[src/rtl/pwm_pkg.sv]
package pwm_pkg;

    localparam int PRE_W  = 8;
    localparam int MOD_W  = 8;
    localparam int DUTY_W = 16;
    localparam int OFF_W  = 3;
    localparam int RD_W   = 32;

    typedef enum logic [OFF_W-1:0] {
        OFF_PRESCALE = 3'd0,
        OFF_MODULUS  = 3'd1,
        OFF_DUTY     = 3'd2,
        OFF_ENABLE   = 3'd6
    } reg_off_e;

    typedef struct packed {
        logic [PRE_W-1:0]  pre;
        logic [MOD_W-1:0]  modv;
        logic [DUTY_W-1:0] duty;
    } pwm_cfg_t;

    function automatic logic [RD_W-1:0] zext_rd(input logic [DUTY_W-1:0] v);
        return {{(RD_W-DUTY_W){1'b0}}, v};
    endfunction

endpackage

[src/rtl/pwm_timebase.sv]
module pwm_timebase
    import pwm_pkg::*;
(
    input  logic             clk,
    input  logic             rst,
    input  logic             run,
    input  logic [PRE_W-1:0] pre_lim,
    input  logic [MOD_W-1:0] mod_lim,
    output logic [MOD_W-1:0] cnt,
    output logic             boundary
);
    logic [PRE_W-1:0] pre_cnt;
    logic             tick;
    logic             last;

    assign tick     = run && (pre_cnt == pre_lim);
    assign last     = (mod_lim == '0) || (cnt == mod_lim - MOD_W'(1));
    assign boundary = tick && last;

    always_ff @(posedge clk) begin
        if (rst || !run) begin
            pre_cnt <= '0;
            cnt     <= '0;
        end else begin
            pre_cnt <= tick ? '0 : pre_cnt + PRE_W'(1);
            if (tick) cnt <= last ? '0 : cnt + MOD_W'(1);
        end
    end


    cnt_range_chk: assert property (@(posedge clk) disable iff (rst)
        (run && mod_lim != '0) |-> (cnt < mod_lim));


    pre_range_chk: assert property (@(posedge clk) disable iff (rst)
        run |-> (pre_cnt <= pre_lim));


    idle_zero_chk: assert property (@(posedge clk) disable iff (rst)
        !run |=> (cnt == '0 && pre_cnt == '0));
endmodule

[src/rtl/pwm_chan.sv]
module pwm_chan
    import pwm_pkg::*;
(
    input  logic              clk,
    input  logic              rst,
    input  logic              we,
    input  logic [OFF_W-1:0]  off,
    input  logic [DUTY_W-1:0] wdata,
    output logic [RD_W-1:0]   rdata,
    output logic              pwm_o
);
    pwm_cfg_t         shadow;
    pwm_cfg_t         staged;
    pwm_cfg_t         active;
    logic             en;
    logic             pending;
    logic [MOD_W-1:0] cnt;
    logic             boundary;

    pwm_timebase u_tb (
        .clk      (clk),
        .rst      (rst),
        .run      (en),
        .pre_lim  (active.pre),
        .mod_lim  (active.modv),
        .cnt      (cnt),
        .boundary (boundary)
    );

    always_ff @(posedge clk) begin
        if (rst) begin
            shadow  <= '0;
            staged  <= '0;
            active  <= '0;
            en      <= 1'b0;
            pending <= 1'b0;
        end else begin
            if (pending && (!en || boundary)) begin
                active  <= staged;
                pending <= 1'b0;
            end
            if (we) begin
                case (off)
                    OFF_PRESCALE: shadow.pre  <= wdata[PRE_W-1:0];
                    OFF_MODULUS:  shadow.modv <= wdata[MOD_W-1:0];
                    OFF_DUTY: begin
                        shadow.duty <= wdata;
                        staged      <= '{pre: shadow.pre, modv: shadow.modv, duty: wdata};
                        pending     <= 1'b1;
                    end
                    OFF_ENABLE:   en <= wdata[0];
                    default: ;
                endcase
            end
        end
    end

    always_comb begin
        case (off)
            OFF_PRESCALE: rdata = zext_rd(DUTY_W'(shadow.pre));
            OFF_MODULUS:  rdata = zext_rd(DUTY_W'(shadow.modv));
            OFF_DUTY:     rdata = zext_rd(shadow.duty);
            OFF_ENABLE:   rdata = zext_rd(DUTY_W'(en));
            default:      rdata = '0;
        endcase
    end

    assign pwm_o = en && (DUTY_W'(cnt) < active.duty);


    hold_active_chk: assert property (@(posedge clk) disable iff (rst)
        (en && !boundary) |=> $stable(active));


    no_commit_chk: assert property (@(posedge clk) disable iff (rst)
        (!pending && !(we && off == OFF_DUTY)) |=> $stable(active));


    stop_now_chk: assert property (@(posedge clk) disable iff (rst)
        (we && off == OFF_ENABLE && !wdata[0]) |=> !pwm_o);
endmodule

[src/rtl/multi_pwm.sv]
module multi_pwm
    import pwm_pkg::*;
#(
    parameter int NUM_CH = 4,
    localparam int CH_W   = (NUM_CH > 1) ? $clog2(NUM_CH) : 1,
    localparam int ADDR_W = CH_W + OFF_W
) (
    input  logic              clk,
    input  logic              rst,
    input  logic              we,
    input  logic [ADDR_W-1:0] addr,
    input  logic [DUTY_W-1:0] wdata,
    output logic [RD_W-1:0]   rdata,
    output logic [NUM_CH-1:0] pwm_o
);
    localparam int SLOTS = 1 << CH_W;

    logic [CH_W-1:0]  ch_sel;
    logic [OFF_W-1:0] off;
    logic [SLOTS-1:0] ch_we;
    logic [RD_W-1:0]  rd_slot [SLOTS];

    assign ch_sel = addr[ADDR_W-1:OFF_W];
    assign off    = addr[OFF_W-1:0];

    for (genvar i = 0; i < SLOTS; i++) begin : g_slot
        assign ch_we[i] = we && (ch_sel == CH_W'(i));
        if (i < NUM_CH) begin : g_ch
            pwm_chan u_chan (
                .clk   (clk),
                .rst   (rst),
                .we    (ch_we[i]),
                .off   (off),
                .wdata (wdata),
                .rdata (rd_slot[i]),
                .pwm_o (pwm_o[i])
            );
        end else begin : g_empty
            assign rd_slot[i] = '0;
        end
    end

    assign rdata = rd_slot[ch_sel];


    one_target_chk: assert property (@(posedge clk) disable iff (rst)
        $onehot0(ch_we));
endmodule

[config.mk]
export PLATFORM = sky130hd
export DESIGN_NAME = multi_pwm
export DESIGN_NICKNAME = d
export VERILOG_FILES = /design/src/rtl/pwm_pkg.sv /design/src/rtl/pwm_timebase.sv /design/src/rtl/pwm_chan.sv /design/src/rtl/multi_pwm.sv
export SDC_FILE = /design/constraint.sdc
export NUM_CORES = 1
export LEC_CHECK = 0
export BUFFER_PORTS_ARGS = -buffer_cell sky130_fd_sc_hd__buf_2
export CAP_MARGIN = 10
export CELL_PAD_IN_SITES_DETAIL_PLACEMENT = 1
export CELL_PAD_IN_SITES_GLOBAL_PLACEMENT = 2
export CORE_MARGIN = 2
export CORE_UTILIZATION = 42
export CTS_CLUSTER_DIAMETER = 120
export DETAILED_ROUTE_END_ITERATION = 16
export PLACE_DENSITY = 0.93
export SETUP_SLACK_MARGIN = 0.02
export SYNTH_ARGS = -nofsm -noshare
export SYNTH_HDL_FRONTEND = slang
export SYNTH_SLANG_ARGS = --single-unit
[constraint.sdc]
create_clock -name clk -period 6.4 [get_ports clk]
set_clock_uncertainty 0.2 [all_clocks]
set_input_delay 0 -clock clk [delete_from_list [all_inputs] [get_ports clk]]
set_output_delay 0 -clock clk [all_outputs]
set_load 0.1 [all_outputs]
; ---- After elaboration in Yosys (flattened, before gate mapping)
; Index checks and enable logic that the tools add are counted.
[op_classes]
reduce_logical = 62
n_lt_le_gt_ge = 5
bitwise_logic = 1
n_addsub = 12
n_eq_ne = 14
mux = 23
[ops]
columns = cell, count
row1 = 16-bit case mux with 4 select lines, 4
row2 = "8-bit by 1-bit adder with 8-bit output, second input constant", 8
row3 = 32-bit binary-select mux with 2-bit select, 1
row4 = 8-bit equality test, 8
row5 = 8-bit by 16-bit < comparator with 1-bit output, 4
row6 = 32-bit 2-to-1 mux, 2
row7 = 8-bit logical NOT, 4
row8 = 8-bit 2-to-1 mux, 4
row9 = 2-bit AND reduction, 16
row10 = "8-bit by 1-bit subtractor with 8-bit output, second input constant", 4
row11 = 1-bit logical AND, 20
row12 = 1-bit logical OR, 12
row13 = 1-bit 2-to-1 mux, 12
row14 = 2-bit OR reduction, 4
row15 = "2-bit equality test, second input constant", 2
row16 = 1-bit logical NOT, 4
row17 = "3-bit by 1-bit equality test with 1-bit output, second input constant", 1
row18 = "3-bit by 2-bit equality test with 1-bit output, second input constant", 1
row19 = "3-bit equality test, second input constant", 1
row20 = "3-bit greater-or-equal comparator, second input constant", 1
row21 = 3-bit logical NOT, 1
row22 = 2-bit inverter with 3-bit output, 1
row23 = "2-bit by 1-bit equality test with 1-bit output, second input constant", 1
row24 = 2-bit logical NOT, 1
[totals]
inputBits = 24
elab_cells = 165
reg_bits = 392

; ---- Longest topological paths before layout
; Gate-level depths: netlist of the first run.
[depth]
word_depth = 9
depth_mapped = 11
ltp_nobuf = 9

; ---- Hierarchy
; Synthesis of the first run repeated with hierarchy kept, for this count alone.
[hier_totals]
hier_cells = 2325
area_unflattened_um2 = 19110.8
[modules_own_cells]
columns = mod, area_per_inst_um2, instances, cells_per_inst
row1 = pwm_chan, 3472.1, 4, 444
row2 = pwm_timebase (g_slot[0].g_ch.u_chan.u_tb ...), 1094.8, 3, 126
row3 = pwm_timebase (g_slot[3].g_ch.u_chan.u_tb), 1088.5, 1, 127
row4 = multi_pwm, 849.6, 1, 44

; ---- Worst setup path after synthesis of the first run
; OpenSTA, ideal clock, no wires.
[synth_path]
path_kind = input-to-output
from = input addr[0]
to = output rdata[1]
path_stages = 7
arrival_ps = 2829
slack_ps = 3371
t_required_ps = 6200
path_buffers = 3
cell_sequence = clkbuf_1 > nor2b_1 > clkbuf_1 > clkbuf_1 > a21oi_1 > mux4_2 > nor2_1
[synth_between]
elab_chain_cells = 5
[synth_lines]
columns = element, line
row1 = start: declaration, multi_pwm.sv:11  ; input logic [ADDR_W-1:0] addr,
row2 = "3-bit equality test, or another cell as far along", pwm_chan.sv:59  ; case (off)
row3 = 16-bit case mux with 4 select lines, pwm_chan.sv:59
row4 = 32-bit binary-select mux with 2-bit select (*), multi_pwm.sv:43  ; assign rdata = rd_slot[ch_sel];
row5 = 32-bit 2-to-1 mux (not written as such) (*) (2 in series), multi_pwm.sv:43
row6 = end: declaration, multi_pwm.sv:13  ; output logic [RD_W-1:0] rdata,
; Every way passes the cells marked *; elsewhere a longest branch is shown, timed or not. The select of a mux whose other input is x is not followed.

; ---- Worst setup path in the final report of the first run
[layout_path]
from = input addr[1]
to = register g_slot[0].g_ch.u_chan.shadow[14] (netlist name)
[layout_between]
elab_chain_cells = 2
[layout_lines]
columns = element, line
row1 = 3-bit by 2-bit equality test with 1-bit output, pwm_chan.sv:43  ; case (off)
row2 = 2-bit AND reduction (no source line), n/a
row3 = end: declaration, pwm_chan.sv:12  ; pwm_cfg_t shadow;
; Every way passes these cells.
; A chain may end at the register's enable or synchronous reset.

==> impl_metrics.toml, run 1 <==
[grt]
grt_max_degree = 205
grt.total_usage_pct = 23.02
vias_in_the_first_global_route = 15091
global_route_wire_length_before_repair_um = 81640
grt_remaining_overflow = 0
antenna_found_initial = 1

[placement]
gp_routability_congestion = 0.8357
placement.cell_area_um2 = 18380
place.port_buffers = 43
dpl.hpwl_um = 35310

[outcome]
result_of_the_run = "finished, final reports clean"

[floorplanning]
core_um2 = 42130
dieHeight_um = 211.0
fp-row-count = 75
top_level_ports = 60
dieArea_um2 = 44500
floorplan.initialDensity_pct = 42.70
die_width_um = 211.0

[flow_run]
drv.max_cap_violation_count = 0

[clock_tree]
cts_inserted_buffers = 44
cts_num_sinks = 392
h-tree-depth = 2
cts-root-buf = "clkbuf_16"
clkLatencyLatePin_ns = 0.57
post_cts_buffers = 0
cts.clk_slew.worst_paths_ns = 0.06
tritoncts = "built"
clock_path_buffers = 3

[setup_path]
endpoint_kind = "flop"
worstSetupPathType = "input port to flop"
cp.required_ns = 6.65
worstPathMaxFanout = 33
start_kind = "input port"
critPathArrivalTime_ns = 3.87

[route]
firstDrtPassIters = 5
dr.first_iter.drc_count = 835
drc_errors = 0
routedWlPerCell_um = 19.13
routed-via-count = 14380
ant_nets = 0
detail_route.vias_per_cell = 5.424
routed_wirelength_um = 50710

[yosys]
synth-edff-count = 0
netlist.area_leader.share_pct = 43.62
yosys.cell_types.count = 69
ys_ff_latch = 392
library_cell_with_the_highest_instance_count_after_synthesis = "dfxtp_1"
synth_top_area_cell = "dfxtp_1"
synth-warning-count = 0
async_reset_ff_share_pct = 0
synth-main-ff-cell = "dfxtp_1"
synth_top_cells_by_count = "392 x dfxtp_1, 328 x nand2_1, 255 x nor2_1"
post_synth_main_area_contributors = "dfxtp_1 44%, mux2i_1 11%, nand2_1 6.8%"
synthesis.area_per_instance_um2 = 8.620
ys_seq_area_share_pct = 43.62
synthesis.area_um2 = 17990
synthesis.instances = 2087

[layout]
fraction_of_final_layout_cells_with_drive_strength_greater_than_1_pct = 7.481
ant_cells = 0
stdcell_area_um2 = 20060
final_nets = 2145
layout.core_utilization_pct = 47.60
area_growth_pct = 11.48

[pwr]
power_density_nw_per_um2 = 257.2
leakagePower_nw = 7.956
ir_worst_vdd_mv = 0.1563

[sta]
final-max-slew-violation-count = 0
final_hold_viol_count = 0
worst_slew_margin_rel_pct = 18.12
tns_ns = 0
rsz0062_at_grt = "no"
post-route-period-util_pct = 56.50
hold_slack_ns = 0.1129
setup-violations-final = 0
max_clock_freq_ghz = 0.2765
tightest_slew_ns = 1.226
fin_crit_ns = 3.616

[worst_hold_path]
class_of_the_tightest_hold_or_removal_check = "input port to flop"
[area by class of cell]
| type | instances | area (um^2) |
|---|---|---|
| Fill cell | 4904 | 22080 |
| Multi-Input combinational cell | 1507 | 9304 |
| Timing Repair Buffer | 83 | 615.6 |
| Clock buffer | 66 | 1285 |
| Tap cell | 539 | 674.4 |
| Clock inverter | 11 | 130.1 |
| Inverter | 53 | 198.9 |
| Sequential cell | 392 | 7848 |
[critical path: stages]
cell and delay (ns):
buf_2 0.44, buf_4 0.43, nor2b_1 0.37, nor2b_1 0.71
nand2_1 0.93, nand2_1 0.28, a21oi_1 0.09, dlygate4sd3_1 0.58
[flip-flops by register name (all words and copies together) (netlist names)]
register and flops:
g_slot.g_ch.u_chan.staged 64, g_slot.g_ch.u_chan.u_tb.cnt 32, g_slot.g_ch.u_chan.shadow 128, g_slot.g_ch.u_chan.pending 4, g_slot.g_ch.u_chan.u_tb.pre_cnt 32, g_slot.g_ch.u_chan.en 4, g_slot.g_ch.u_chan.active 128
[placed cells by master, fill, tap and decap left out, types with 6 or more instances in the layout]
cell type,instances
dfxtp_1,392
nand2_1,328
nor2_1,255
a21oi_1,203
mux2i_1,200
nand2b_1,73
xnor2_1,66
nand3_1,59
xor2_1,57
inv_1,53
clkbuf_16,45
buf_2,42
ha_1,40
nor3_1,25
nand4_1,23
dlygate4sd3_1,23
mux4_2,16
conb_1,16
o21ai_0,15
buf_4,15
and2_1,13
nor4_1,13
and3_1,13
clkbuf_1,13
nor2b_1,8
clkinv_2,8
clkbuf_8,8
a21o_1,6
nor3b_1,6
[worst paths after layout]
check / startpoint / to / slack, ns / cells past startpoint
min reg2reg: g_slot[2].g_ch.u_chan.staged[25] / g_slot[2].g_ch.u_chan.staged[25] / 0.26 / 2
min: wdata[15] / g_slot[0].g_ch.u_chan.shadow[15] / 0.11 / 4
max reg2reg: g_slot[1].g_ch.u_chan.active[16] / g_slot[1].g_ch.u_chan.active[5] / 3.00 / 8
max: addr[1] / g_slot[0].g_ch.u_chan.shadow[14] / 2.78 / 8
[what timing repair did]
action,in CTS,in global routing
endpoints found under the hold margin,199,0
resized for setup,0,0
hold buffers,23,0
[routing by layer]
metal,share of wire [%],vias to the layer above,track usage (%)
li1,-,6944,-
met1,46,7133,30.63
met2,48,239,39.09
met3,4.3,62,3.405
met4,1.8,2,5.780
met5,0.18,-,1.557
[logic make-up (layout without fill, tap and decap cells)]
group	count (synthesis)	in the layout	share of synthesized area, %
AO/OA/AOI/OAI	265	265	8.172
XOR/XNOR	123	123	5.988
adder cells (fa/ha/maj)	40	40	2.782
buffers and inverters	203	213	5.188
flip-flops	392	392	43.62
multiplexers	216	216	13.13
other	1	16	0.02085
AND/OR/NAND/NOR	847	847	21.09
[power by group]
| group | internal [mW] | switching (mW) | total, mW |
|---|---|---|---|
| Sequential | 2.45 | 0.00746 | 2.45 |
| Combinational | 0.0456 | 0.150 | 0.195 |
| Clock | 1.50 | 1.01 | 2.51 |
[through the flow]
step	cells	setup slack, ns	total power, mW
3_3_place_gp	2550	2.968	2.689
2_1_floorplan	2102	3.371	2.650
6_report	2651	2.784	5.158
3_5_place_dp	2550	2.749	2.691
5_1_grt	2651	2.465	5.327
4_1_cts	2650	2.858	5.211
Power figures use the tool's default switching activity.
==> inputs of run 2 (changes only) <==
--- a/config.mk
+++ b/config.mk
@@ -10,10 +10,10 @@
 export CELL_PAD_IN_SITES_DETAIL_PLACEMENT = 1
 export CELL_PAD_IN_SITES_GLOBAL_PLACEMENT = 2
 export CORE_MARGIN = 2
-export CORE_UTILIZATION = 42
+export CORE_UTILIZATION = 39
 export CTS_CLUSTER_DIAMETER = 120
 export DETAILED_ROUTE_END_ITERATION = 16
-export PLACE_DENSITY = 0.93
+export PLACE_DENSITY = 0.88
 export SETUP_SLACK_MARGIN = 0.02
 export SYNTH_ARGS = -nofsm -noshare
 export SYNTH_HDL_FRONTEND = slang
==> constraint.sdc (replaced) <==
create_clock -name clk -period 3.7 [get_ports clk]
set_clock_uncertainty 0.2 [all_clocks]
set_input_delay 0 -clock clk [delete_from_list [all_inputs] [get_ports clk]]
set_output_delay 0 -clock clk [all_outputs]
set_load 0.1 [all_outputs]
==> run 2 against run 1 <==
- non-clock buffer count is 11 higher
- setup slack worse by 2.2 ns
- die area is 7.5% higher
- worst hold slack worse by 0.080 ns
- wire length is 0.50% higher
- sequential share of layout area is 0.63 points lower
- critical path type is now flop to flop
- final area is 1.6% higher
- clock power is 86% higher
- core utilization is 2.8 points lower
==> impl_metrics.toml, run 2 (synthesis results as in run 1) <==
[outcome]
result_of_the_run = "finished, final reports clean"

[worst_hold_path]
class_of_the_tightest_hold_or_removal_check = "input port to flop"
hp-start = "addr[3]"
holdPathStages = 5

[clock_tree]
cts_num_sinks = 392
clock_path_buffers = 3
postCtsResizedCells = 0
tritoncts = "built"
clkLatencyLatePin_ns = 0.57
cts.clk_slew.worst_paths_ns = 0.06
cts_inserted_buffers = 45
h-tree-depth = 2
cts-root-buf = "clkbuf_16"

[flow_run]
drv.max_cap_violation_count = 0

[grt]
vias_in_the_first_global_route = 14993
antenna_found_initial = 2
grt_remaining_overflow = 0
grt_max_degree = 145
grt.total_usage_pct = 21.50
global_route_wire_length_before_repair_um = 81770

[placement]
placement.setup.worst_slack_ns = 0.6000
place.port_buffers = 43
dpl.hpwl_um = 35550
gp_routability_congestion = 0.8045

[route]
routed_wirelength_um = 50970
firstDrtPassIters = 5
routedWlPerCell_um = 18.68
detail_route.vias_per_cell = 5.273
ant_nets = 0
dr.first_iter.drc_count = 799
routed-via-count = 14389
drc_errors = 0

[pwr]
leakagePower_nw = 8.086
power_density_nw_per_um2 = 453.8
pwr-share-seq_pct = 45.9
pwr-share-comb_pct = 3.8
ir_worst_vdd_mv = 0.3451
power_switching_share_pct = 22.78
clock_power_share_pct = 50.3
internal_power_mw = 7.143
power.switching_mw = 2.107

[floorplanning]
fp-row-count = 78
core_um2 = 45480
dieHeight_um = 218.8
floorplan.initialDensity_pct = 39.56
top_level_ports = 60
dieArea_um2 = 47860
die_width_um = 218.8

[sta]
final-max-slew-violation-count = 0
rsz0062_at_grt = "no"
setup-violations-final = 0
post-route-period-util_pct = 84.01
max_clock_freq_ghz = 0.3217
fin_crit_ns = 3.109
final_hold_viol_count = 0
worst_slew_margin_rel_pct = 37.66
tightest_slew_ns = 0.9351
tns_ns = 0
setup_slack_ns = 0.5914

[setup_path]
endpoint_kind = "flop"
worstReg2RegStart = "g_slot[3].g_ch.u_chan.active[16]"
slowest_delay_ns = 0.52
worst_path_max_delay_cell = "nor4b_1"
critPathLaunch = "g_slot[3].g_ch.u_chan.active[16]"
cp_cell_sequence = "inv_1 > ha_1 > or3b_2 > nor4_1 > o211ai_1 > nor4b_1 > o21ai_4 > buf_12 > mux2i_1 > nor2_1"
worstPathMaxFanout = 25
worstSetupPathType = "flop to flop"
worstRegToRegCells = 10
start_kind = "flop"
cp.required_ns = 3.92
critPathArrivalTime_ns = 3.33

[layout]
final_nets = 2157
most_common_cell_after_layout_fill_and_taps_aside = "dfxtp_1"
area_growth_pct = 13.31
filler_cell_count = 5361
fraction_of_final_layout_cells_with_drive_strength_greater_than_1_pct = 8.600
final_cell_mix = "392 x dfxtp_1, 328 x nand2_1, 255 x nor2_1"
registers_with_the_highest_flip_flop_counts = "g_slot.g_ch.u_chan.active x128, g_slot.g_ch.u_chan.shadow x128, g_slot.g_ch.u_chan.staged x64"
-- run 2: cell count changes in the layout (fill, tap and decap cells not counted), sizes merged --
cell         delta
diode           +1
clkinvlp        +2
clkbuf          +4
clkinv          -2
buf            +14
inv             +1
dlygate4sd3     -3
-- run 2: power groups by stage --
stage	sequential [mW]	combinational [mW]	clock (mW)
floorplan	4.33	0.253	0
global route	4.24	0.368	4.95
CTS	4.24	0.348	4.76
global placement	4.34	0.327	0
detailed placement	4.34	0.331	0
finish	4.24	0.351	4.66
-- run 2: layer usage --
metal | GRT usage [%] | wire length [um]
met1 | 28.28 | 23220
met2 | 36.24 | 24250
met3 | 3.368 | 2213
met4 | 6.577 | 1286
met5 | 0 | 0
-- run 2: path summary, 6_finish.rpt --
check | to | slack [ns]
worst max-delay path | g_slot[3].g_ch.u_chan.active[12] | 0.59
worst min-delay path | g_slot[1].g_ch.u_chan.en | 0.03
worst min register to register | g_slot[0].g_ch.u_chan.staged[27] | 0.25
worst max register to register | g_slot[3].g_ch.u_chan.active[12] | 0.59
-- run 2: metrics by stage --
stage	power, mW	cells	area [um^2]	hold slack (ns)	utilization (%)
floorplan	4.584	2102	18050	-0.06403	-
global placement	4.663	2626	18620	0.1034	40.95
CTS	9.352	2728	20380	0.0001717	44.81
global route	9.562	2729	20380	0.09334	44.82
detailed placement	4.667	2626	18620	0.1125	40.95
finish	9.250	2729	20380	0.03308	44.82
-- run 2: worst max-delay path, delay by kind of cell (launching register included) --
kind	cells	cell delay [ns]
muxes	1	0.20
and+or+nand+nor	4	1.31
DFF	1	0.36
AOI/OAI and AO/OA	2	0.36
buffers and inverters	2	0.31
adders and majority gates	1	0.22
-- run 2: area by class of cell --
type,count,area (um^2),area share [%]
antenna,1,2.502,0.01228
clock buffer,70,1413,6.930
clock inverter,12,143.9,0.7059
inverter,53,198.9,0.9760
multi-input combinational,1507,9306,45.66
sequential,392,7848,38.50
tap,600,750.7,3.683
timing repair buffer,94,720.7,3.536
-- run 2: what timing repair did --
action / in CTS / in global routing
hold endpoints to repair: 186 / 0
hold buffers: 20 / 0
buffers inserted: 0 / 0
==> inputs of run 3 (changes only) <==
--- a/config.mk
+++ b/config.mk
@@ -5,12 +5,13 @@
 export SDC_FILE = /design/constraint.sdc
 export NUM_CORES = 1
 export LEC_CHECK = 0
+export ABC_AREA = 1
 export BUFFER_PORTS_ARGS = -buffer_cell sky130_fd_sc_hd__buf_2
 export CAP_MARGIN = 10
 export CELL_PAD_IN_SITES_DETAIL_PLACEMENT = 1
 export CELL_PAD_IN_SITES_GLOBAL_PLACEMENT = 2
 export CORE_MARGIN = 2
-export CORE_UTILIZATION = 39
+export CORE_UTILIZATION = 36
 export CTS_CLUSTER_DIAMETER = 120
 export DETAILED_ROUTE_END_ITERATION = 16
 export PLACE_DENSITY = 0.88
==> constraint.sdc (replaced) <==
create_clock -name clk -period 2.92 [get_ports clk]
set_clock_uncertainty 0.2 [all_clocks]
set_input_delay 0 -clock clk [delete_from_list [all_inputs] [get_ports clk]]
set_output_delay 0 -clock clk [all_outputs]
set_load 0.1 [all_outputs]
==> run 3 against run 2 <==
- cell count increased by 25%
- first-iteration DRC count is 34% higher
- flip-flop and latch count unchanged
- clock-buffer cell count shrank 4
- critical path depth is 3 lower
- global-route usage decreased by 0.073 points
- critical endpoint is now rdata[0]
- largest power group unchanged
- highest routed layer unchanged
==> impl_metrics.toml, run 3 <==
[outcome]
result_of_the_run = "finished, final reports clean"

[route]
drc_errors = 0
dr.first_iter.drc_count = 1072
detail_route.vias_per_cell = 5.132
routedWlPerCell_um = 16.92
routed_wirelength_um = 57780
routed-via-count = 17519
ant_nets = 0
firstDrtPassIters = 5

[setup_path]
slowest_delay_ns = 0.52
timing.rr.end = "g_slot[3].g_ch.u_chan.active[12]"
cp_num_cells = 7
critical_path.n_buffers_inverters = 3
worstRegToRegCells = 15
worstSetupPathType = "flop to output pin"
critPathLaunch = "g_slot[2].g_ch.u_chan.en"
cp_cell_sequence = "inv_1 > buf_4 > o22ai_1 > a221oi_1 > o22ai_1 > or2_2 > buf_2"
critPathArrivalTime_ns = 2.63
worst_path_max_delay_cell = "dfxtp_1"
worstPathMaxFanout = 6
worstReg2RegStart = "g_slot[3].g_ch.u_chan.active[16]"
cp.required_ns = 2.72
timing.critical_path.mode_cell = "o22ai_1"
start_kind = "flop"
crit_family = "buffers and inverters"
timing.reg2reg.setup_slack_ns = 0.34
endpoint_kind = "output pin"

[yosys]
synth_top_cells_by_count = "431 x nand2_1, 403 x nor2_1, 392 x dfxtp_1"
synthesis.instances = 2693
synth-edff-count = 0
synth-warning-count = 0
yosys.cell_types.count = 38
synth-main-ff-cell = "dfxtp_1"
ys_ff_latch = 392
synthesis.area_um2 = 18740
async_reset_ff_share_pct = 0
post_synth_main_area_contributors = "dfxtp_1 42%, nand2_1 8.6%, nor2_1 8.1%"
library_cell_with_the_highest_instance_count_after_synthesis = "nand2_1"
synth_top_area_cell = "dfxtp_1"
netlist.area_leader.share_pct = 41.87
synthesis.area_per_instance_um2 = 6.960
ys_seq_area_share_pct = 41.87

[clock_tree]
cts_num_sinks = 392
h-tree-depth = 2
post_cts_buffers = 0
clock_path_buffers = 3
cts.clk_slew.worst_paths_ns = 0.06
cts_inserted_buffers = 47
tritoncts = "built"
clkLatencyLatePin_ns = 0.58
cts-root-buf = "clkbuf_16"

[floorplanning]
dieArea_um2 = 53910
die_width_um = 232.2
top_level_ports = 60
dieHeight_um = 232.2
fp-row-count = 83
floorplan.initialDensity_pct = 36.46
core_um2 = 51410

[sta]
max_clock_freq_ghz = 0.3532
tightest_slew_ns = 0.7028
final-max-slew-violation-count = 0
setup-violations-final = 0
setup_slack_ns = 0.08905
final_hold_viol_count = 0
tns_ns = 0
worst_slew_margin_rel_pct = 52.72
rsz0062_at_grt = "no"
post-route-period-util_pct = 96.95
fin_crit_ns = 2.831

[layout]
final_nets = 2768
filler_cell_count = 6463
area_growth_pct = 13.25
ant_cells = 0
fraction_of_final_layout_cells_with_drive_strength_greater_than_1_pct = 6.986
registers_with_the_highest_flip_flop_counts = "g_slot.g_ch.u_chan.active x128, g_slot.g_ch.u_chan.shadow x128, g_slot.g_ch.u_chan.staged x64"
final_cell_mix = "431 x nand2_1, 403 x nor2_1, 388 x dfxtp_1"
most_common_cell_after_layout_fill_and_taps_aside = "nand2_1"

[worst_hold_path]
min_delay_worst_endpoint = "g_slot[0].g_ch.u_chan.shadow[25]"
holdPathStages = 7
class_of_the_tightest_hold_or_removal_check = "input port to flop"
hp-start = "addr[2]"

[grt]
grt.total_usage_pct = 21.43
antenna_found_initial = 1
grt_max_degree = 111
global_route_wire_length_before_repair_um = 93610
vias_in_the_first_global_route = 17842
grt_remaining_overflow = 0

[placement]
dpl.hpwl_um = 41030
gp_routability_congestion = 0.8772
placement.setup.worst_slack_ns = 0.2301
place.port_buffers = 43

[pwr]
ir_worst_vdd_mv = 0.4566
power_density_nw_per_um2 = 554.8
leakagePower_nw = 8.340

[flow_run]
drv.max_cap_violation_count = 0
==> run 3: cell types whose count changed after synthesis, sizes merged, moves of 16 or more <==
cell	delta
inv	+269
o21ai	+210
mux2i	-200
nor2	+155
nand3	+130
nand2	+112
a21oi	+89
nand2b	-73
xnor2	-55
o211ai	+25
xor2	-25
a221oi	+18
o22ai	+17
mux4	-16
==> run 3: cell type report <==
| class | count | area (um^2) | area share, % |
|---|---|---|---|
| tap | 680 | 850.8 | 4.008 |
| timing repair buffer | 108 | 894.6 | 4.214 |
| inverter | 323 | 1220 | 5.747 |
| multi-input combinational | 1832 | 8922 | 42.03 |
| sequential | 392 | 7853 | 36.99 |
| clock buffer | 66 | 1349 | 6.354 |
| clock inverter | 13 | 138.9 | 0.6542 |
==> run 3: worst max-delay path by stage <==
stage,end,slack (ns)
6_report,rdata[0],0.09
3_3_place_gp,g_slot[2].g_ch.u_chan.active[7],0.31
2_1_floorplan,rdata[2],0.41
5_1_grt,pwm_o[3],0.04
4_1_cts,pwm_o[3],0.06
3_5_place_dp,g_slot[2].g_ch.u_chan.active[7],0.23
==> run 3: timing repair <==
action | 4_1_cts | 5_1_grt
hold endpoints to repair | 136 | 0
setup endpoints to repair | 0 | 27
hold buffers | 20 | 0
gates resized for setup | 0 | 6
==> run 3: routing by layer <==
metal  vias up  part of all wire [%]  GRT usage (%)
li1       8747                     -              -
met1      8428                    47          28.54
met2       268                    47          36.15
met3        76                   3.6          2.444
met4         0                   2.4          6.651
met5         -                     0              0
==> run 3: report_power, final <==
| part | internal, mW | switching [mW] |
|---|---|---|
| clock | 3.38 | 2.33 |
| combinational | 0.165 | 0.474 |
| sequential | 5.40 | 0.0330 |
==> run 3: kinds of logic after synthesis <==
| logic type | synth area share (%) |
|---|---|
| and+or+nand+nor | 25.28 |
| AOI/OAI and AO/OA | 17.25 |
| adders and majority gates | 2.670 |
| other | 0.02001 |
| DFF | 41.87 |
| buffers and inverters | 10.91 |
| xor gates and xnor gates | 2.009 |
==> run 3: worst min-delay path, cell delays in order <==
cell and delay (ns):
buf_2 0.10, nor2_1 0.06, nand2_1 0.08, buf_4 0.16, nor2_1 0.14, o21ai_0 0.17, nor2_1 0.05
==> run 3: through the flow <==
stage	power (mW)	cell area, um^2	hold WS, ns	utilization (%)	std cells
5_1_grt	12.21	21230	0.06821	41.29	3414
4_1_cts	11.91	21180	0.01392	41.19	3413
3_5_place_dp	6.162	19490	0.1618	37.91	3314
6_report	11.78	21230	0.03534	41.29	3414
2_1_floorplan	5.988	18800	-0.01030	-	2708
3_3_place_gp	6.144	19490	0.1521	37.91	3314
